### config.mk
export PLATFORM = sky130hd
export DESIGN_NAME = gf_ms_top
export DESIGN_NICKNAME = d
export VERILOG_FILES = /design/src/rtl/gf_ms_pkg.sv /design/src/rtl/gf_ms_alpha2.sv /design/src/rtl/gf_ms_acc_lane.sv /design/src/rtl/gf_ms_fold.sv /design/src/rtl/gf_ms_top.sv
export SDC_FILE = /design/constraint.sdc
export NUM_CORES = 1
export LEC_CHECK = 0
export BUFFER_PORTS_ARGS = -buffer_cell sky130_fd_sc_hd__buf_2
export CORE_ASPECT_RATIO = 1.2
export CORE_MARGIN = 3
export CORE_UTILIZATION = 59
export CTS_BUF_LIST = sky130_fd_sc_hd__clkbuf_4 sky130_fd_sc_hd__clkbuf_8 sky130_fd_sc_hd__clkbuf_16
export DETAILED_ROUTE_END_ITERATION = 8
export GPL_ROUTABILITY_DRIVEN = 0
export HOLD_SLACK_MARGIN = 0.03
export PLACE_DENSITY = 0.86
export SLEW_MARGIN = 0
export SYNTH_ARGS = -nofsm -noshare
export SYNTH_HDL_FRONTEND = slang
export SYNTH_SLANG_ARGS = --single-unit
### constraint.sdc
create_clock -name clk -period 2.1 [get_ports clk]
set_input_delay 0.105 -clock clk [delete_from_list [all_inputs] [get_ports clk]]
set_output_delay 0.105 -clock clk [all_outputs]
set_load 0.02 [all_outputs]
### src/rtl/gf_ms_pkg.sv
package gf_ms_pkg;
    typedef enum logic [1:0] {
        ST_IDLE = 2'd0,
        ST_LOOP = 2'd1,
        ST_FOLD = 2'd2
    } ms_state_e;

    localparam int unsigned LANES = 4;
    localparam int unsigned LANE_C = 0;
    localparam int unsigned LANE_D = 1;
    localparam int unsigned LANE_Q = 2;
    localparam int unsigned LANE_R = 3;
endpackage

### src/rtl/gf_ms_alpha2.sv
module gf_ms_alpha2 #(
    parameter int unsigned K = 8
) (
    input  logic [K-1:0] run_i,
    input  logic [K-1:0] h_i,
    input  logic [K-1:0] hp_i,
    output logic [K-1:0] run_o
);
    logic top_k1;
    logic top_k2;

    assign top_k1 = run_i[K-1];
    assign top_k2 = run_i[K-2];

    for (genvar j = 0; j < K; j++) begin : g_bit
        if (j >= 2) begin : g_shift
            assign run_o[j] = run_i[j-2] ^ (top_k2 & h_i[j]) ^ (top_k1 & hp_i[j]);
        end else begin : g_low
            assign run_o[j] = (top_k2 & h_i[j]) ^ (top_k1 & hp_i[j]);
        end
    end

    always_comb begin
        if (!top_k1 && !top_k2) begin
            p_plain_shift_r3: assert (run_o == (run_i << 2));
        end
    end
endmodule

### src/rtl/gf_ms_acc_lane.sv
module gf_ms_acc_lane #(
    parameter int unsigned K = 8
) (
    input  logic [K-1:0] acc_i,
    input  logic [K-1:0] run_i,
    input  logic         gate_i,
    output logic [K-1:0] acc_o
);
    assign acc_o = acc_i ^ (run_i & {K{gate_i}});

    always_comb begin
        if (!gate_i) begin
            p_gate_off_r7: assert (acc_o == acc_i);
        end
    end
endmodule

### src/rtl/gf_ms_fold.sv
module gf_ms_fold #(
    parameter int unsigned K = 8
) (
    input  logic [K-1:0] even_i,
    input  logic [K-1:0] odd_i,
    input  logic [K-1:0] h_i,
    output logic [K-1:0] res_o
);
    logic [K-1:0] odd_times_alpha;
    logic         carry;

    assign carry = odd_i[K-1];
    assign odd_times_alpha = {odd_i[K-2:0], 1'b0} ^ (h_i & {K{carry}});
    assign res_o = even_i ^ odd_times_alpha;
endmodule

### src/rtl/gf_ms_top.sv
module gf_ms_top
    import gf_ms_pkg::*;
#(
    parameter int unsigned K = 8
) (
    input  logic         clk,
    input  logic         rst,
    input  logic         start_i,
    input  logic [K-1:0] op_a_i,
    input  logic [K-1:0] op_b_i,
    input  logic [K-1:0] poly_h_i,
    input  logic [K-1:0] poly_hp_i,
    output logic         done_o,
    output logic [K-1:0] prod_o,
    output logic [K-1:0] sqr_o
);
    localparam int unsigned G      = (K + 1) / 2;
    localparam int unsigned IW     = (G > 1) ? $clog2(G) : 1;
    localparam bit          K_ODD  = (K % 2) == 1;
    localparam logic [IW-1:0] LAST = IW'(G - 1);

    typedef struct packed {
        ms_state_e                 state;
        logic [IW-1:0]             iter;
        logic [K-1:0]              run;
        logic [K-1:0]              a_org;
        logic [K-1:0]              b_org;
        logic [K-1:0]              h;
        logic [K-1:0]              hp;
        logic [LANES-1:0][K-1:0]   acc;
        logic [K-1:0]              prod;
        logic [K-1:0]              sqr;
        logic                      done;
    } ms_regs_t;

    ms_regs_t r_q, r_d;

    logic [K-1:0]            run_next;
    logic [LANES-1:0][K-1:0] acc_next;
    logic [LANES-1:0]        gate;
    logic [K-1:0]            prod_fold;
    logic [K-1:0]            sqr_fold;
    logic [K-1:0]            a_shifted;
    logic [K-1:0]            b_shifted;
    logic                    odd_present;
    logic [$clog2(K)+1:0]    odd_index;

    // coefficient selection for the current iteration
    always_comb begin
        a_shifted   = r_q.a_org >> {r_q.iter, 1'b0};
        b_shifted   = r_q.b_org >> {r_q.iter, 1'b0};
        odd_index   = {r_q.iter, 1'b1};
        odd_present = (odd_index < K);
        gate[LANE_C] = b_shifted[0];
        gate[LANE_D] = b_shifted[1] & odd_present;
        gate[LANE_Q] = a_shifted[0];
        gate[LANE_R] = a_shifted[1] & odd_present;
    end

    gf_ms_alpha2 #(.K(K)) u_alpha2 (
        .run_i (r_q.run),
        .h_i   (r_q.h),
        .hp_i  (r_q.hp),
        .run_o (run_next)
    );

    for (genvar l = 0; l < LANES; l++) begin : g_lane
        gf_ms_acc_lane #(.K(K)) u_lane (
            .acc_i  (r_q.acc[l]),
            .run_i  (r_q.run),
            .gate_i (gate[l]),
            .acc_o  (acc_next[l])
        );
    end

    gf_ms_fold #(.K(K)) u_fold_prod (
        .even_i (r_q.acc[LANE_C]),
        .odd_i  (r_q.acc[LANE_D]),
        .h_i    (r_q.h),
        .res_o  (prod_fold)
    );

    gf_ms_fold #(.K(K)) u_fold_sqr (
        .even_i (r_q.acc[LANE_Q]),
        .odd_i  (r_q.acc[LANE_R]),
        .h_i    (r_q.h),
        .res_o  (sqr_fold)
    );

    always_comb begin
        r_d      = r_q;
        r_d.done = 1'b0;
        unique case (r_q.state)
            ST_IDLE: begin
                if (start_i) begin
                    r_d.state = ST_LOOP;
                    r_d.iter  = '0;
                    r_d.run   = op_a_i;
                    r_d.a_org = op_a_i;
                    r_d.b_org = op_b_i;
                    r_d.h     = poly_h_i;
                    r_d.hp    = poly_hp_i;
                    r_d.acc   = '0;
                end
            end
            ST_LOOP: begin
                r_d.acc = acc_next;
                r_d.run = run_next;
                if (r_q.iter == LAST) begin
                    r_d.state = ST_FOLD;
                end else begin
                    r_d.iter = r_q.iter + 1'b1;
                end
            end
            ST_FOLD: begin
                r_d.prod  = prod_fold;
                r_d.sqr   = sqr_fold;
                r_d.done  = 1'b1;
                r_d.state = ST_IDLE;
            end
            default: r_d.state = ST_IDLE;
        endcase
    end

    always_ff @(posedge clk) begin
        if (rst) begin
            r_q <= '{state: ST_IDLE, default: '0};
        end else begin
            r_q <= r_d;
        end
    end

    assign done_o = r_q.done;
    assign prod_o = r_q.prod;
    assign sqr_o  = r_q.sqr;

    p_done_pulse_r4: assert property (@(posedge clk) disable iff (rst)
        done_o |=> !done_o);

    p_fold_then_done_r4: assert property (@(posedge clk) disable iff (rst)
        (r_q.state == ST_FOLD) |=> done_o);

    p_iter_bound_r4: assert property (@(posedge clk) disable iff (rst)
        (r_q.state == ST_LOOP) |-> (r_q.iter <= LAST));

    p_outputs_hold_r5: assert property (@(posedge clk) disable iff (rst)
        !$stable({prod_o, sqr_o}) |-> done_o);

    p_busy_ignores_start_r6: assert property (@(posedge clk) disable iff (rst)
        (r_q.state == ST_LOOP && r_q.iter != LAST && start_i)
            |=> (r_q.state == ST_LOOP && r_q.iter == $past(r_q.iter) + 1'b1));

    p_acc_clear_r1: assert property (@(posedge clk) disable iff (rst)
        (r_q.state == ST_LOOP && r_q.iter == '0) |-> (r_q.acc == '0));

    p_odd_lanes_idle_r7: assert property (@(posedge clk) disable iff (rst)
        (K_ODD && r_q.state == ST_LOOP && r_q.iter == LAST)
            |=> (r_q.acc[LANE_D] == $past(r_q.acc[LANE_D])
                 && r_q.acc[LANE_R] == $past(r_q.acc[LANE_R])));

    p_idle_after_done_r8: assert property (@(posedge clk) disable iff (rst)
        done_o |-> (r_q.state == ST_IDLE));
endmodule

==> results.yml <==
power:
  p_per_area_nw_per_um2: 644
  power.internal_mw: 2.61
  p_seq_share_pct: 53.3
  power.switching_uw: 988
  total_power_mw: 3.60
  peakVddDrop_uv: 570
  pwr-share-comb_pct: 12.6
  clkPwrFrac_pct: 34.1
  swShare_pct: 27.5
  p_leak_nw: 2.15
yosys:
  ys_ff_latch: 93
  async_reset_ff_share_pct: 0
  yosysSeqAreaShare_pct: 37.8
  synth_area_um2: 4920
  yosys_warnings: 0
  synthMuxAreaShare_pct: 11.8
  synth_top_family_by_area: "simple AND/OR/NAND/NOR gates"
  synthAdderAreaFrac_pct: 0.254
  ys.flop_type: "dfxtp_1"
  synth_xor_area_share_pct: 3.66
  postSynthCellCount: 567
  synth_compound_area_share_pct: 12.9
  synth_edf_count: 0
  synthSimpleGateAreaFrac_pct: 26.1
  syn_nets: 603
  synth.distinct_cells: 43
  syn_area_per_cell_um2: 8.68
final_layout:
  antennaDiodeCount: 0
  multi_input_area_um2: 2700
  drive_above_1_share_pct: 19.4
  layout.cells.non_filler: 712
  final_area_um2: 5590
  nets: 651
  regArea_um2: 1860
  area_growth_pct: 13.6
  fillCellCount: 595
place:
  place_ws_ns: 0.251
  place_inst: 664
  placed_area_um2: 5070
  hpwl_um: 8320
  port_buffers: 51
clocking:
  numCtsBuffers: 9
  root_buffer: "clkbuf_8"
  cts_max_path_buffers: 2
  cts_resized: 0
  insertion_delay_ns: 0.37
  cts_sinks: 93
  ctsHtreeMaxLevel: 3
  clk_pin_slew_worst_paths_ns: 0.10
  cts_tree: "done"
  cts_setup_buffers: 0
sta:
  clock_skew_ns: 0.0154
  finalSetupViolCount: 0
  rsz0062_at_grt: "no"
  timing.final.crit_share_pct: 91.4
  relSlewSlack_pct: 53.2
  tns_ns: 0
  worstMarginPinSlew_ns: 0.683
  layout_min_cycle_time_ns: 1.92
  hold_violations: 0
  fin_ws_ns: 0.180
  finalMaxSlewViolations: 0
  fmax_ghz: 0.521
status:
  status: "completed"
critical_path:
  crit_required_ns: 2.38
  critPathLaunchType: "flip-flop"
  reg2reg_depth: 4
  path_class: "flip-flop to flip-flop"
  cp-startpoint: "r_q[91]"
  critical_path_arrival_ns: 2.20
  crit_path_max_fanout: 29
  reg2reg_from: "r_q[91]"
  crit_path_end_kind: "flip-flop"
global_route:
  overflow: 0
  grt_use_met2_pct: 45.4
  use_met3_pct: 4.26
  grt_max_degree: 59
  track_usage_pct: 27.2
  grtUsageMet1_pct: 33.7
  grt_pass1_wl_um: 20200
  grt_pass1_vias: 4234
  antenna_found_initial: 0
  top_usage_layer: "met2"
job:
  cap_violations: 0
floorplan:
  num_rows: 35
  die_h_um: 106
  initial_core_util_pct: 62.4
  ios: 52
  die_area_um2: 9480
  core_area_um2: 7880
  die-width_um: 89.4
min_path:
  hold_path.class: "input pin to flip-flop"
  worstHoldStart: "rst"
  hold_depth: 2
detailed_routing:
  viasPerCell: 6.19
  route.detailed.drc: 0
  via_count: 4404
  first_pass_iters: 5
  drt_iter0_drc: 376
  wirelength_um: 12500
  wl_per_cell_um: 17.5
  ant_nets: 0
-- repair_timing --
item                       CTS  global route
hold endpoints to repair    32             0
hold buffers                32             0
setup endpoints to repair    0             0
-- synth_stat cells (5+ instances only) --
cell type    n  area [µm²]
dfxtp_1     93        1860
clkbuf_1    23        86.3
xor2_1      16         140
a21bo_2      5        50.1
a21oi_1     34         170
nor2_1      36         135
nand2_1    105         394
nor3b_1     33         248
nand4b_1     6        52.6
a211oi_1    12        90.1
buf_4       23         173
nand4bb_1    6        67.6
o22ai_1     25         156
mux2_2      28         315
buf_2       12        60.1
or3_1       15        93.8
mux2i_1     12         120
a31oi_1     14        87.6
nand3_1     22         110
nand3b_1     6        45.0
-- state kept, by name, summed over array words and instances (netlist names) --
signal and count:
odd_index 2, prod_o 8, r_q 74, sqr_o 8, done_o 1
-- final timing paths --
path,end,slack (ns)
worst max-delay path,r_q[87],0.18
worst min-delay path,r_q[64],0.11
worst max register to register,r_q[87],0.18
worst min register to register,prod_o[3],0.47
-- cell type report --
cell class / instances / area share [%]
Clock inverter: 5 / 1.10
Tap cell: 92 / 2.06
Sequential cell: 93 / 33.3
Clock buffer: 11 / 2.49
Multi-Input combinational cell: 412 / 48.3
Timing Repair Buffer: 99 / 12.7
-- per-stage QoR --
stage                     hold WS, ns  util (%)
after floorplan                 0.241         -
after global placement          0.344      64.3
after detailed placement        0.351      64.3
after CTS                       0.108      70.9
after global routing            0.156      70.9
final                           0.114      70.9
-- critical path, stage by stage (launching register included) --
cell	delay, ns
dfxtp_1	0.66
or3b_1	0.39
buf_4	0.36
o22ai_1	0.12
a211oi_1	0.29
-- per-layer routing --
metal  wire length, µm  share of wire [%]
met3               724                5.8
met2              6350                 51
met1              4980                 40
met4               417                3.3
met5                 0                  0
-- cell families after synthesis --
family	Yosys count
simple gates	245
compound gates	99
flops	93
buf+inv	62
mux	48
xor+xnor	19
fa+ha+maj	1
-- cell usage in the layout (no fill, tap or decap), types with 12 or more instances in the layout --
cell | synthesis | final
nor3b_1 | 33 | 33
a211oi_1 | 12 | 12
o22ai_1 | 25 | 25
nand3_1 | 22 | 22
nor2_1 | 36 | 36
dfxtp_1 | 93 | 93
or3_1 | 15 | 15
mux2i_1 | 12 | 12
dlygate4sd3_1 | 0 | 32
mux2_2 | 28 | 28
xor2_1 | 16 | 16
nand2_1 | 105 | 105
a31oi_1 | 14 | 14
buf_2 | 12 | 50
a21oi_1 | 34 | 34
buf_4 | 23 | 16
-- power by group through the flow --
stage	sequential [mW]	combinational (mW)	clock, mW
CTS	1.91	0.439	1.23
global route	1.92	0.495	1.30
finish	1.92	0.453	1.23
detailed placement	1.95	0.390	0
global placement	1.95	0.376	0
floorplan	1.90	0.314	0
Power figures use the tool's default switching activity.
